--- src/rtl/uhc_irq_pkg.sv ---
package uhc_irq_pkg;

  localparam int CMD_ADDR = 0;
  localparam int STS_ADDR = 1;
  localparam int ENA_ADDR = 2;

  localparam int THR_LSB   = 16;
  localparam int SCHED_BIT = 5;
  localparam int DOOR_BIT  = 6;
  localparam int AA_BIT    = 5;

  localparam logic [7:0] THR_RESET = 8'h08;
  localparam logic [7:0] THR_MAX   = 8'h40;

  // a legal threshold code has exactly one bit set, at most 40h
  function automatic logic thr_ok(input logic [7:0] code);
    return (code != 8'h00) && ((code & (code - 8'd1)) == 8'h00) && (code <= THR_MAX);
  endfunction

  function automatic logic [7:0] thr_norm(input logic [7:0] code);
    return thr_ok(code) ? code : THR_RESET;
  endfunction

  // a one-hot code is its own window length in microframes
  function automatic int thr_len(input logic [7:0] code);
    return int'(thr_norm(code));
  endfunction

endpackage

--- src/rtl/uhc_cmd_reg.sv ---
module uhc_cmd_reg
  import uhc_irq_pkg::*;
(
  input  logic        clk,
  input  logic        rst_n,
  input  logic        wr_cmd,
  input  logic [7:0]  wr_thr,
  input  logic        wr_sched,
  input  logic        wr_door,
  input  logic        evict_done,
  output logic [7:0]  thr_q,
  output logic        sched_q,
  output logic        door_q,
  output logic        aa_set,
  output logic [31:0] cmd_word
);

  logic door_ring;

  assign door_ring = wr_cmd && wr_door && wr_sched;
  assign aa_set    = door_q && evict_done;

  always_ff @(posedge clk) begin
    if (!rst_n) begin
      thr_q   <= THR_RESET;
      sched_q <= 1'b0;
      door_q  <= 1'b0;
    end else begin
      if (wr_cmd) begin
        thr_q   <= thr_norm(wr_thr);
        sched_q <= wr_sched;
      end
      if (aa_set)         door_q <= 1'b0;
      else if (door_ring) door_q <= 1'b1;
    end
  end

  always_comb begin
    cmd_word                      = '0;
    cmd_word[THR_LSB +: 8]        = thr_q;
    cmd_word[DOOR_BIT]            = door_q;
    cmd_word[SCHED_BIT]           = sched_q;
  end

  // a doorbell only appears together with an enabled schedule
  p_door_needs_sched_r7: assert property (@(posedge clk) disable iff (!rst_n)
    $rose(door_q) |-> sched_q);

  // the handshake clears the doorbell on the acknowledging edge
  p_door_clear_r8: assert property (@(posedge clk) disable iff (!rst_n)
    (door_q && evict_done) |=> !door_q);

  // the stored code is always a legal one
  p_thr_legal_r3: assert property (@(posedge clk) disable iff (!rst_n)
    ($countones(thr_q) == 1) && (thr_q <= THR_MAX));

endmodule

--- src/rtl/uhc_sts_bank.sv ---
module uhc_sts_bank
  import uhc_irq_pkg::*;
#(
  parameter int NEVT = 2
) (
  input  logic            clk,
  input  logic            rst_n,
  input  logic            wr_sts,
  input  logic            wr_ena,
  input  logic [31:0]     wr_data,
  input  logic [NEVT-1:0] evt,
  input  logic            aa_set,
  output logic [31:0]     sts_q,
  output logic [31:0]     ena_q,
  output logic            pending
);

  localparam logic [31:0] LIVE_MASK =
    ((32'd1 << NEVT) - 32'd1) | (32'd1 << AA_BIT);

  logic [31:0] set_v;
  logic [31:0] clr_v;

  for (genvar b = 0; b < 32; b++) begin : g_set
    if (b < NEVT) begin : g_evt
      assign set_v[b] = evt[b];
    end else if (b == AA_BIT) begin : g_aa
      assign set_v[b] = aa_set;
    end else begin : g_none
      assign set_v[b] = 1'b0;
    end
  end

  assign clr_v   = wr_sts ? (wr_data & LIVE_MASK) : 32'd0;
  assign pending = |(sts_q & ena_q);

  always_ff @(posedge clk) begin
    if (!rst_n) begin
      sts_q <= '0;
      ena_q <= '0;
    end else begin
      sts_q <= ((sts_q & ~clr_v) | set_v) & LIVE_MASK;
      if (wr_ena) ena_q <= wr_data & LIVE_MASK;
    end
  end

  // the handshake leaves the async-advance status set
  p_aa_status_r8: assert property (@(posedge clk) disable iff (!rst_n)
    aa_set |=> sts_q[AA_BIT]);

  // a write of one clears the bit unless a set collides
  p_w1c_r9: assert property (@(posedge clk) disable iff (!rst_n)
    (wr_sts && wr_data[AA_BIT] && !aa_set) |=> !sts_q[AA_BIT]);

  // a colliding event wins over the clear
  p_set_wins_r9: assert property (@(posedge clk) disable iff (!rst_n)
    evt[0] |=> sts_q[0]);

endmodule

--- src/rtl/uhc_irq_pacer.sv ---
module uhc_irq_pacer
  import uhc_irq_pkg::*;
#(
  parameter int CNT_W = 7
) (
  input  logic       clk,
  input  logic       rst_n,
  input  logic       tick,
  input  logic [7:0] thr,
  input  logic       pending,
  output logic       boundary,
  output logic       irq
);

  logic [CNT_W-1:0] cnt;
  logic [CNT_W:0]   cnt_inc;

  assign cnt_inc  = {1'b0, cnt} + 1'b1;
  // >= lets a lowered code close the window on the next tick
  assign boundary = tick && (int'(cnt_inc) >= thr_len(thr));

  always_ff @(posedge clk) begin
    if (!rst_n) begin
      cnt <= '0;
      irq <= 1'b0;
    end else begin
      if (boundary)  cnt <= '0;
      else if (tick) cnt <= cnt_inc[CNT_W-1:0];
      irq <= boundary ? pending : (irq && pending);
    end
  end

  // the request only rises right after a window boundary
  p_irq_rise_r4: assert property (@(posedge clk) disable iff (!rst_n)
    $rose(irq) |-> $past(boundary));

  // the counter restarts after each boundary
  p_reload_r4: assert property (@(posedge clk) disable iff (!rst_n)
    boundary |=> (cnt == '0));

  // nothing pending means the request drops
  p_irq_drop_r5: assert property (@(posedge clk) disable iff (!rst_n)
    !pending |=> !irq);

endmodule

--- src/rtl/uhc_irq_ctl.sv ---
module uhc_irq_ctl
  import uhc_irq_pkg::*;
#(
  parameter int ADDR_W = 2,
  parameter int NEVT   = 2,
  parameter int CNT_W  = 7
) (
  input  logic              clk,
  input  logic              rst_n,
  input  logic              wr_en,
  input  logic [ADDR_W-1:0] wr_addr,
  input  logic [31:0]       wr_data,
  input  logic [ADDR_W-1:0] rd_addr,
  output logic [31:0]       rd_data,
  input  logic              uframe_tick,
  input  logic [NEVT-1:0]   evt,
  input  logic              evict_done,
  output logic              sched_en,
  output logic              doorbell,
  output logic              irq
);

  logic        wr_cmd, wr_sts, wr_ena;
  logic [7:0]  thr_q;
  logic        aa_set;
  logic [31:0] cmd_word, sts_q, ena_q;
  logic        pending, boundary;

  assign wr_cmd = wr_en && (wr_addr == ADDR_W'(CMD_ADDR));
  assign wr_sts = wr_en && (wr_addr == ADDR_W'(STS_ADDR));
  assign wr_ena = wr_en && (wr_addr == ADDR_W'(ENA_ADDR));

  uhc_cmd_reg i_cmd (
    .clk        (clk),
    .rst_n      (rst_n),
    .wr_cmd     (wr_cmd),
    .wr_thr     (wr_data[THR_LSB +: 8]),
    .wr_sched   (wr_data[SCHED_BIT]),
    .wr_door    (wr_data[DOOR_BIT]),
    .evict_done (evict_done),
    .thr_q      (thr_q),
    .sched_q    (sched_en),
    .door_q     (doorbell),
    .aa_set     (aa_set),
    .cmd_word   (cmd_word)
  );

  uhc_sts_bank #(.NEVT(NEVT)) i_sts (
    .clk     (clk),
    .rst_n   (rst_n),
    .wr_sts  (wr_sts),
    .wr_ena  (wr_ena),
    .wr_data (wr_data),
    .evt     (evt),
    .aa_set  (aa_set),
    .sts_q   (sts_q),
    .ena_q   (ena_q),
    .pending (pending)
  );

  uhc_irq_pacer #(.CNT_W(CNT_W)) i_pace (
    .clk      (clk),
    .rst_n    (rst_n),
    .tick     (uframe_tick),
    .thr      (thr_q),
    .pending  (pending),
    .boundary (boundary),
    .irq      (irq)
  );

  always_comb begin
    if (rd_addr == ADDR_W'(CMD_ADDR))      rd_data = cmd_word;
    else if (rd_addr == ADDR_W'(STS_ADDR)) rd_data = sts_q;
    else if (rd_addr == ADDR_W'(ENA_ADDR)) rd_data = ena_q;
    else                                   rd_data = 32'd0;
  end

  // unused command bits never read back as one
  p_cmd_zero_r10: assert property (@(posedge clk) disable iff (!rst_n)
    (cmd_word[31:24] == 8'h00) && (cmd_word[15:7] == 9'h000) && (cmd_word[4:0] == 5'h00));

endmodule

--- config.mk ---
export PLATFORM = sky130hd
export DESIGN_NAME = uhc_irq_ctl
export DESIGN_NICKNAME = d
export VERILOG_FILES = /design/src/rtl/uhc_irq_pkg.sv /design/src/rtl/uhc_cmd_reg.sv /design/src/rtl/uhc_sts_bank.sv /design/src/rtl/uhc_irq_pacer.sv /design/src/rtl/uhc_irq_ctl.sv
export SDC_FILE = /design/constraint.sdc
export NUM_CORES = 1
export LEC_CHECK = 0
export BUFFER_PORTS_ARGS = -buffer_cell sky130_fd_sc_hd__buf_2
export CORE_ASPECT_RATIO = 1.5
export CORE_MARGIN = 8
export CORE_UTILIZATION = 30
export DETAILED_ROUTE_END_ITERATION = 12
export PLACE_DENSITY_LB_ADDON = 0.12
export SYNTH_ARGS = -nofsm -noshare
export SYNTH_HDL_FRONTEND = slang
export SYNTH_SLANG_ARGS = --single-unit
--- constraint.sdc ---
create_clock -name clk -period 2.8 [get_ports clk]
set_input_delay 0.28 -clock clk [delete_from_list [all_inputs] [get_ports clk]]
set_output_delay 0.28 -clock clk [all_outputs]
set_load 0.05 [all_outputs]
# Word-level counts from Yosys, hierarchy flattened
# Index checks and enable logic that the tools add are counted.
# op_classes
add_sub_neg	3
n_lt_le_gt_ge	3
n_eq_ne	4
muxes	7
n_bitwise	7
n_reduce_logical	21
# ops
op	count
2-to-1 mux 32 bit	1
OR reduction 32 bit	1
2-to-1 mux 6 bit	3
AND 8 bit	2
less-or-equal comparator 8 x 7 -> 1 bit (second input constant)	2
zero test 8 bit	2
2-to-1 mux 8 bit	2
nonzero test 8 bit	2
subtractor 8 x 1 -> 8 bit (second input constant)	2
AND 6 bit	2
logical AND 1 bit	12
adder 7 x 1 -> 8 bit (second input constant)	1
>= comparator 8 bit	1
inverter 6 bit	1
OR 6 bit	1
equality test 2 x 1 -> 1 bit (second input constant)	2
equality test 2 bit (second input constant)	2
zero test 2 bit	2
OR reduction 2 bit	2
2-to-1 mux 1 bit	1
inverter 1 bit	1
# totals
reg_bits	24
input_bits	43
word_cells	52

# Depth between registers and ports, before layout
# Gate-level depths: netlist (run 1).
# depth
ltp_word	9
mapped_depth	11
depth_no_buf	11

# Hierarchy
# From an unflattened synthesis (run 1), not the netlist that was laid out.
# hier_totals
cells_unflattened	335
hier_area_um2	2932.8
# by_module_without_submodules
mod	n_inst	cells_per_inst	area_each_um2
uhc_irq_ctl	1	80	812.0
uhc_irq_pacer	1	91	757.0
uhc_cmd_reg	1	82	696.9
uhc_sts_bank	1	82	666.9

# Worst setup path before layout (run 1)
# No wires, ideal clock.
# synth_path
path_kind	register to register
startpoint	reg i_cmd.thr_q[4]
endpoint	reg i_pace.cnt[0]
setup_ns	0.059
arrival_ns	2.449
setup_slack_ns	0.293
stages_incl_launch_ff	12
path_buffers	0
synth_period_minus_slack_ns	2.507
path_cell_list	dfxtp_1 -> nor4_2 -> and2b_1 -> mux2i_1 -> nor2_2 -> nand2_1 -> ha_1 -> or3_1 -> a21oi_1 -> a211oi_2 -> nor3_4 -> mux2_2
# synth_between
elab_chain_len	9
word_cells_on_any_way	11
classes_between	add/sub: 1; order compare: 2; mux: 1; bitwise: 1; reduce/logical: 6
# synth_lines
element	line_no	rtl
start: declaration	uhc_cmd_reg.sv:11	output logic [7:0] thr_q,
start signal: assignment	uhc_cmd_reg.sv:30	thr_q <= thr_norm(wr_thr);
subtractor 8 x 1 -> 8 bit	uhc_irq_pkg.sv:17	return (code != 8'h00) && ((code & (code - 8'd1)) == 8'h00) && (code <= THR_MAX);
AND 8 bit	uhc_irq_pkg.sv:17	
zero test 8 bit	uhc_irq_pkg.sv:17	
logical AND 1 bit (2 in series)	uhc_irq_pkg.sv:17	
2-to-1 mux 8 bit (*)	uhc_irq_pkg.sv:21	return thr_ok(code) ? code : THR_RESET;
>= comparator 8 bit (*)	uhc_irq_pacer.sv:20	assign boundary = tick && (int'(cnt_inc) >= thr_len(thr));
logical AND 1 bit (*)	uhc_irq_pacer.sv:20	
OR reduction 2 bit (no source line) (*)	--	
end signal: assignment	uhc_irq_pacer.sv:28	else if (tick) cnt <= cnt_inc[CNT_W-1:0];
end: declaration	uhc_irq_pacer.sv:15	logic [CNT_W-1:0] cnt;
# Mark *: on every way between the ends. The rest lies on a longest branch, timed or not.
# A chain may end at the register's enable or synchronous reset.

# Final worst setup path (run 1)
# Same ends and word-level chain as after synthesis.

==> metrics, run 1 <==
most frequent cell after synthesis=dfxtp_1; DRT Pass-1 Iters=4; FF-to-FF End=i_pace.cnt[0]; crit-path max FO=6; setup violators final=0; vias in the first global route=1527; largest net degree at the start of global routing=24; Starting Density=approximately 30%; met2 WL=2.33 mm; Diodes inserted=0; average size of a mapped cell=8.49 um^2; ys async rst share=0%; Seq cells post-synth=24; Pwr Density=between 300 and 400 nW/um^2; Seq/Total Area, Yosys=between 20% and 30%; Total GRT Usage=under 10%; top-area cell type share of the netlist area=27.9%; Clk Latency, worst-skew pair=0.26 ns; startpoint types=register; vias per cell=4.68; FILL cells=between 600 and 700; detailed-route DRC error count=0; Reg2Reg Launch Point=i_cmd.thr_q[4]; max layer used=met4; Avg WL per Cell=13.1 um; cell class contributing the biggest share of worst-path delay=simple AND/OR/NAND/NOR gates; Clock Sinks=24; htree depth=1; CTS Hold Buffers Added=0; status=finished, final reports clean; Overflow after GRT=0; worst r2r path cells=12; CP required=just over 3 ns; Post-DRT Antenna Nets=0; Worst VDD drop=0.000164 V; # nets final=between 200 and 300; Ports=78; max cap viols=0; DR WL met3=129 um; clk slew on worst S/H paths=0.09 ns; Unique masters post-synth=50; Hold WS=between 0.2 and 0.25 ns; CP max-delay cell=or3_1; die width=77.9 um; Leakage=slightly below 0.9 nW; final hold viol count=0; Critical Path End Type=register; fin util=between 30% and 40%; Main synth FF type=dfxtp_1; Reg2Reg Setup Slack=about 0.13 ns; CP cell instances=buf_4 -> maj3_2 -> nor2_2 -> o21ai_2 -> nor2_2 -> nand2_1 -> ha_1 -> or3_1 -> a21oi_2 -> a211oi_4 -> nor3_4 -> mux2_4; critical path's largest stage delay=~0.4 ns; largest cells by area after synthesis=dfxtp_1, buf_4, ha_1, nor2b_1, and2_1; die area=8470 um^2; initial antenna violation count=0; area leader, netlist=dfxtp_1; number of synthesis warnings=0; Cells after Synth=approximately 200; number of flops mapped to enable cells by yosys=0; WP buf/inv=1; first-pass GRT wire length=roughly 6.6 mm; critical path endpoint=i_pace.cnt[0]; initial detailed-routing violation count=60; share of layout cells above drive strength 1=a little over a quarter; fin crit share=a little over nine tenths; Die Ht=around 110 um; fin crit period=approximately 2.7 ns; clk buf depth=2; stages on the worst setup path=12; Final Skew=0.00395 ns; Critical Path AT=2.89 ns; RSZ-0062 raised after global routing=true; power consumption=between 0.7 and 0.8 mW; Synth top cells by count=dfxtp_1, buf_4, nand2_1; synthesized area=between 1500 and 2000 um^2; cts bufs inserted=3; most used cell, CP=nor2_2; CTS tree=built; CP Class=register to register; Port Buf Inserts=37; Achievable Freq=roughly 370 MHz; via count=about 1500; Worst Setup SP=i_cmd.thr_q[4]; max-slew headroom at the worst pin=57.9%; Placement Rows=34; area of the multi-input gates=~1200 um^2; M1 wire length=~1.7 mm; hold crit path type=primary input to register; worst slew pin tran=approximately 0.63 ns; Max Slew Vio Count=0; placed instance count=314; storage element area=about 480 um^2; final non-filler cell total=between 300 and 400; gpl congestion=0.756; Core Footprint=between 5000 and 6000 um^2; area grow syn2layout=19.1%; post-DP HPWL=3.45 mm; clk root buf=clkbuf_8; total wire length=4.18 mm
## metrics by stage
stage	TNS [ns]	setup WS, ns	area [um^2]
4_1_cts	0	0.0562	2010
3_3_place_gp	0	0.0921	1950
3_5_place_dp	0	0.0726	1950
5_1_grt	-0.0400	-0.0299	2050
2_1_floorplan	0	0.293	1790
6_report	0	0.130	2050
## cell families after synthesis
| group | count (synthesis) | synth area share [%] |
|---|---|---|
| xor+xnor | 7 | 3.56 |
| fa+ha+maj | 10 | 7.12 |
| buf+inv | 26 | 10.1 |
| compound gates | 37 | 15.8 |
| flops | 24 | 27.9 |
| simple gates | 90 | 30.9 |
| mux | 7 | 4.14 |
| other cells | 2 | 0.436 |
## repair_timing
action	CTS	global route
buffers inserted	0	1
resized for setup	0	14
setup endpoints to repair	0	8
## state kept, by name, summed over array words and instances, names as in the netlist
signal / count
i_cmd.door_q: 1
i_cmd.thr_q: 8
i_pace.irq: 1
i_sts.sts_q: 3
i_sts.ena_q: 3
i_pace.cnt: 7
i_cmd.sched_q: 1
## worst min-delay path, stage by stage
cell     delay [ns]
buf_2          0.08
a21oi_1        0.03
nor2b_1        0.08
## power by group
group | switching, mW | internal (mW)
Sequential | 0.00743 | 0.348
Clock | 0.110 | 0.125
Combinational | 0.124 | 0.0426
## layer usage
metal | global-route usage (%) | vias up
li1 | - | 771
met3 | 1.32 | 2
met1 | 9.15 | 690
met4 | 3.25 | 0
met2 | 19.3 | 26
met5 | 0 | -
## worst min path at each step
stage | slack [ns] | to | depth (start not counted) | startpoint
CTS | 0.24 | i_sts.sts_q[1] | 3 | evt[1]
detailed placement | 0.44 | i_pace.irq | 2 | i_pace.irq
global route | 0.26 | i_sts.sts_q[0] | 3 | evt[0]
global placement | 0.43 | i_pace.irq | 2 | i_pace.irq
finish | 0.24 | i_sts.sts_q[1] | 3 | evt[1]
floorplan | 0.41 | i_pace.irq | 2 | rst_n
## cell usage in the layout, fill, tap and decap left out, types with 3 or more instances in the layout
cell type,count
a21oi_1,4
clkbuf_8,4
and3_1,3
mux2i_1,6
xor2_1,4
inv_1,3
ha_1,9
dfxtp_1,22
a21boi_0,3
nand3_1,12
xnor2_1,3
a22o_1,6
nor2b_1,15
nor2_2,3
nand4b_1,3
o21ai_0,5
nor2_1,8
nand3b_1,3
conb_1,21
buf_4,6
o21ai_1,3
and2_1,11
buf_2,37
a22oi_1,3
nand2_1,16
## area by class of cell
type,count,share of cell area [%]
well taps,72,4.39
flip-flops and latches,24,23.5
inverters,3,0.549
multi-input cells,172,57.6
clock buffers,4,2.68
repair buffers,43,11.2
No activity file was read; power rests on OpenSTA's default activity.
==> run 2, diff against run 1 <==
- CORE_MARGIN: 8 -> 4
- CTS_CLUSTER_SIZE: not set -> 12
- clock period: 2.8 -> 3 ns (I/O delays scaled with it)
==> metrics, run 2 (synthesis results as in run 1) <==
status=finished, final reports clean; max FFs per register=8 (unchanged); Final Skew=0.00361 ns (-0.000337 ns); FILL cells=629 (+0.48%); worst slew pin tran=0.613 ns (-0.0167 ns); dpl cell area=1920 um^2 (-1.7%); max cap viols=0 (unchanged); clk root buf=clkbuf_8; fin util=36.0% (-0.29 points); area grow syn2layout=15.5%; total wire length=3.81 mm (-8.8%); first-pass GRT wire length=6.47 mm (-1.9%); Die Ht=101 um (-7.4%); Ports=78 (unchanged); # nets final=295 (-1.3%); commonest non-fill, non-tap cell in the layout=buf_2; cts bufs inserted=3 (unchanged); post-DP HPWL=3.23 mm (-6.5%); Reg2Reg Setup Slack=0.31 ns (+0.18 ns); startpoint types=register; Critical Path AT=2.90 ns (about the same); FF-to-FF End=i_pace.cnt[0]; Port Buf Inserts=37 (unchanged); CP required=3.21 ns (+0.19 ns); RSZ-0062 raised after global routing=false; vias per cell=4.79 (+2.2%); Achievable Freq=371 MHz (-0.82%); die area=7040 um^2 (-17%); Core Footprint=5530 um^2 (-2.2%); Pwr Density=381 nW/um^2 (+3.2%); Post-CTS Setup Bufs=0 (unchanged); Largest regs=i_cmd.thr_q: 8 flops, i_pace.cnt: 7 flops; crit-path max FO=6 (unchanged); Starting Density=31.1% (+0.69 points); CTS tree=built; CP Class=register to register; Worst VDD drop=0.000257 V (+56%); fin crit share=89.7% (-5.6 points); die width=69.9 um (-10%); detailed-route DRC error count=0 (unchanged); htree depth=1 (unchanged); final hold viol count=0 (unchanged); Critical Path End Type=register; clk buf depth=2 (unchanged); most frequent cells in the layout=buf_2, dfxtp_1, conb_1; gpl congestion=0.698 (-7.7%); setup violators final=0 (unchanged); sink of the worst hold path=i_sts.sts_q[1]; initial detailed-routing violation count=87 (+45%); Final Instance Area=1990 um^2 (-3.0%); Avg WL per Cell=12.2 um (-7.1%); clk slew on worst S/H paths=0.08 ns (about the same); Reg2Reg Launch Point=i_cmd.thr_q[4]; PnR worst setup slack=0.308 ns (+0.178 ns); initial antenna violation count=0 (unchanged); worst r2r path cells=11 (-1); largest net degree at the start of global routing=24 (unchanged); hold depth=3 (unchanged); post-place setup slack=0.202 ns (+0.130 ns); vias in the first global route=1473 (-3.5%); DRT Pass-1 Iters=4 (unchanged); Leakage=0.860 nW (-3.6%); Max Slew Vio Count=0 (unchanged); Clock Sinks=24 (unchanged); via count=1493 (+0.27%); Diodes inserted=0 (unchanged); hold crit path type=primary input to register; Placement Rows=33 (-2.9%); Clk Latency, worst-skew pair=0.26 ns (about the same); share of layout cells above drive strength 1=21.5% (-4.5 points); power consumption=0.759 mW (+0.15%); Worst Min Path Start=evt[1]; Post-DRT Antenna Nets=0 (unchanged); setup TNS=0 ns (unchanged); largest register by flop count=i_cmd.thr_q; max-slew headroom at the worst pin=59.0% (+1.1 points); Overflow after GRT=0 (unchanged); fin crit period=2.69 ns (+0.0222 ns); Total GRT Usage=11.3% (+1.8 points)
## run 2: cell types whose count changed in the layout (fill, tap and decap cells not counted), sizes merged
cell    change
bufinv      +1
clkbuf      -1
buf         -4
## run 2: worst max path at each step
| stage | from | slack, ns | endpoint |
|---|---|---|---|
| after floorplan | i_cmd.thr_q[4] | 0.49 | i_pace.cnt[0] |
| after global placement | i_cmd.thr_q[1] | 0.22 | i_pace.cnt[0] |
| after detailed placement | i_cmd.thr_q[4] | 0.20 | i_pace.cnt[0] |
| after CTS | i_cmd.thr_q[4] | 0.18 | i_pace.cnt[0] |
| after global routing | i_cmd.thr_q[1] | 0.04 | i_pace.cnt[0] |
| final | i_cmd.thr_q[4] | 0.31 | i_pace.cnt[0] |
## run 2: layout make-up
class	instances	area, um^2	area share, %
Clock buffer	3	41.3	2.07
Clock inverter	1	30.0	1.51
Inverter	3	11.3	0.566
Multi-Input combinational cell	172	1140	57.3
Sequential cell	24	480	24.1
Tap cell	70	87.6	4.40
Timing Repair Buffer	39	200	10.1
## run 2: layer usage
metal	wire [um]	vias up	GRT usage, %	part of all wire, %
met4	60	0	4.28	1.6
met2	2170	30	22.1	57
met3	139	5	1.70	3.7
met1	1430	695	11.8	38
li1	-	763	-	-
met5	0	-	0	0
## run 2: what timing repair did
action | CTS | global route
hold buffers | 0 | 0
setup endpoints to repair | 0 | 2
resized for setup | 0 | 0
## run 2: critical path, stage by stage (launching register included)
cell	delay (ns)
dfxtp_1	0.33
nor4_2	0.40
and2b_1	0.20
mux2i_1	0.09
nor2_2	0.20
nand2_1	0.08
ha_1	0.27
or3_1	0.34
a21oi_1	0.16
a211oi_2	0.10
nor3_4	0.26
mux2_2	0.20
## run 2: where the power goes
part	total, mW	internal, mW	leakage, nW	switching [mW]
sequential	0.332	0.325	0.195	0.00687
clock	0.278	0.178	0.0357	0.0996
combinational	0.149	0.0371	0.629	0.112
## run 2: per-stage QoR
| stage | instances | hold WS (ns) |
|---|---|---|
| floorplan | 222 | 0.430 |
| global placement | 308 | 0.427 |
| detailed placement | 308 | 0.430 |
| CTS | 312 | 0.251 |
| global route | 312 | 0.271 |
| finish | 312 | 0.258 |
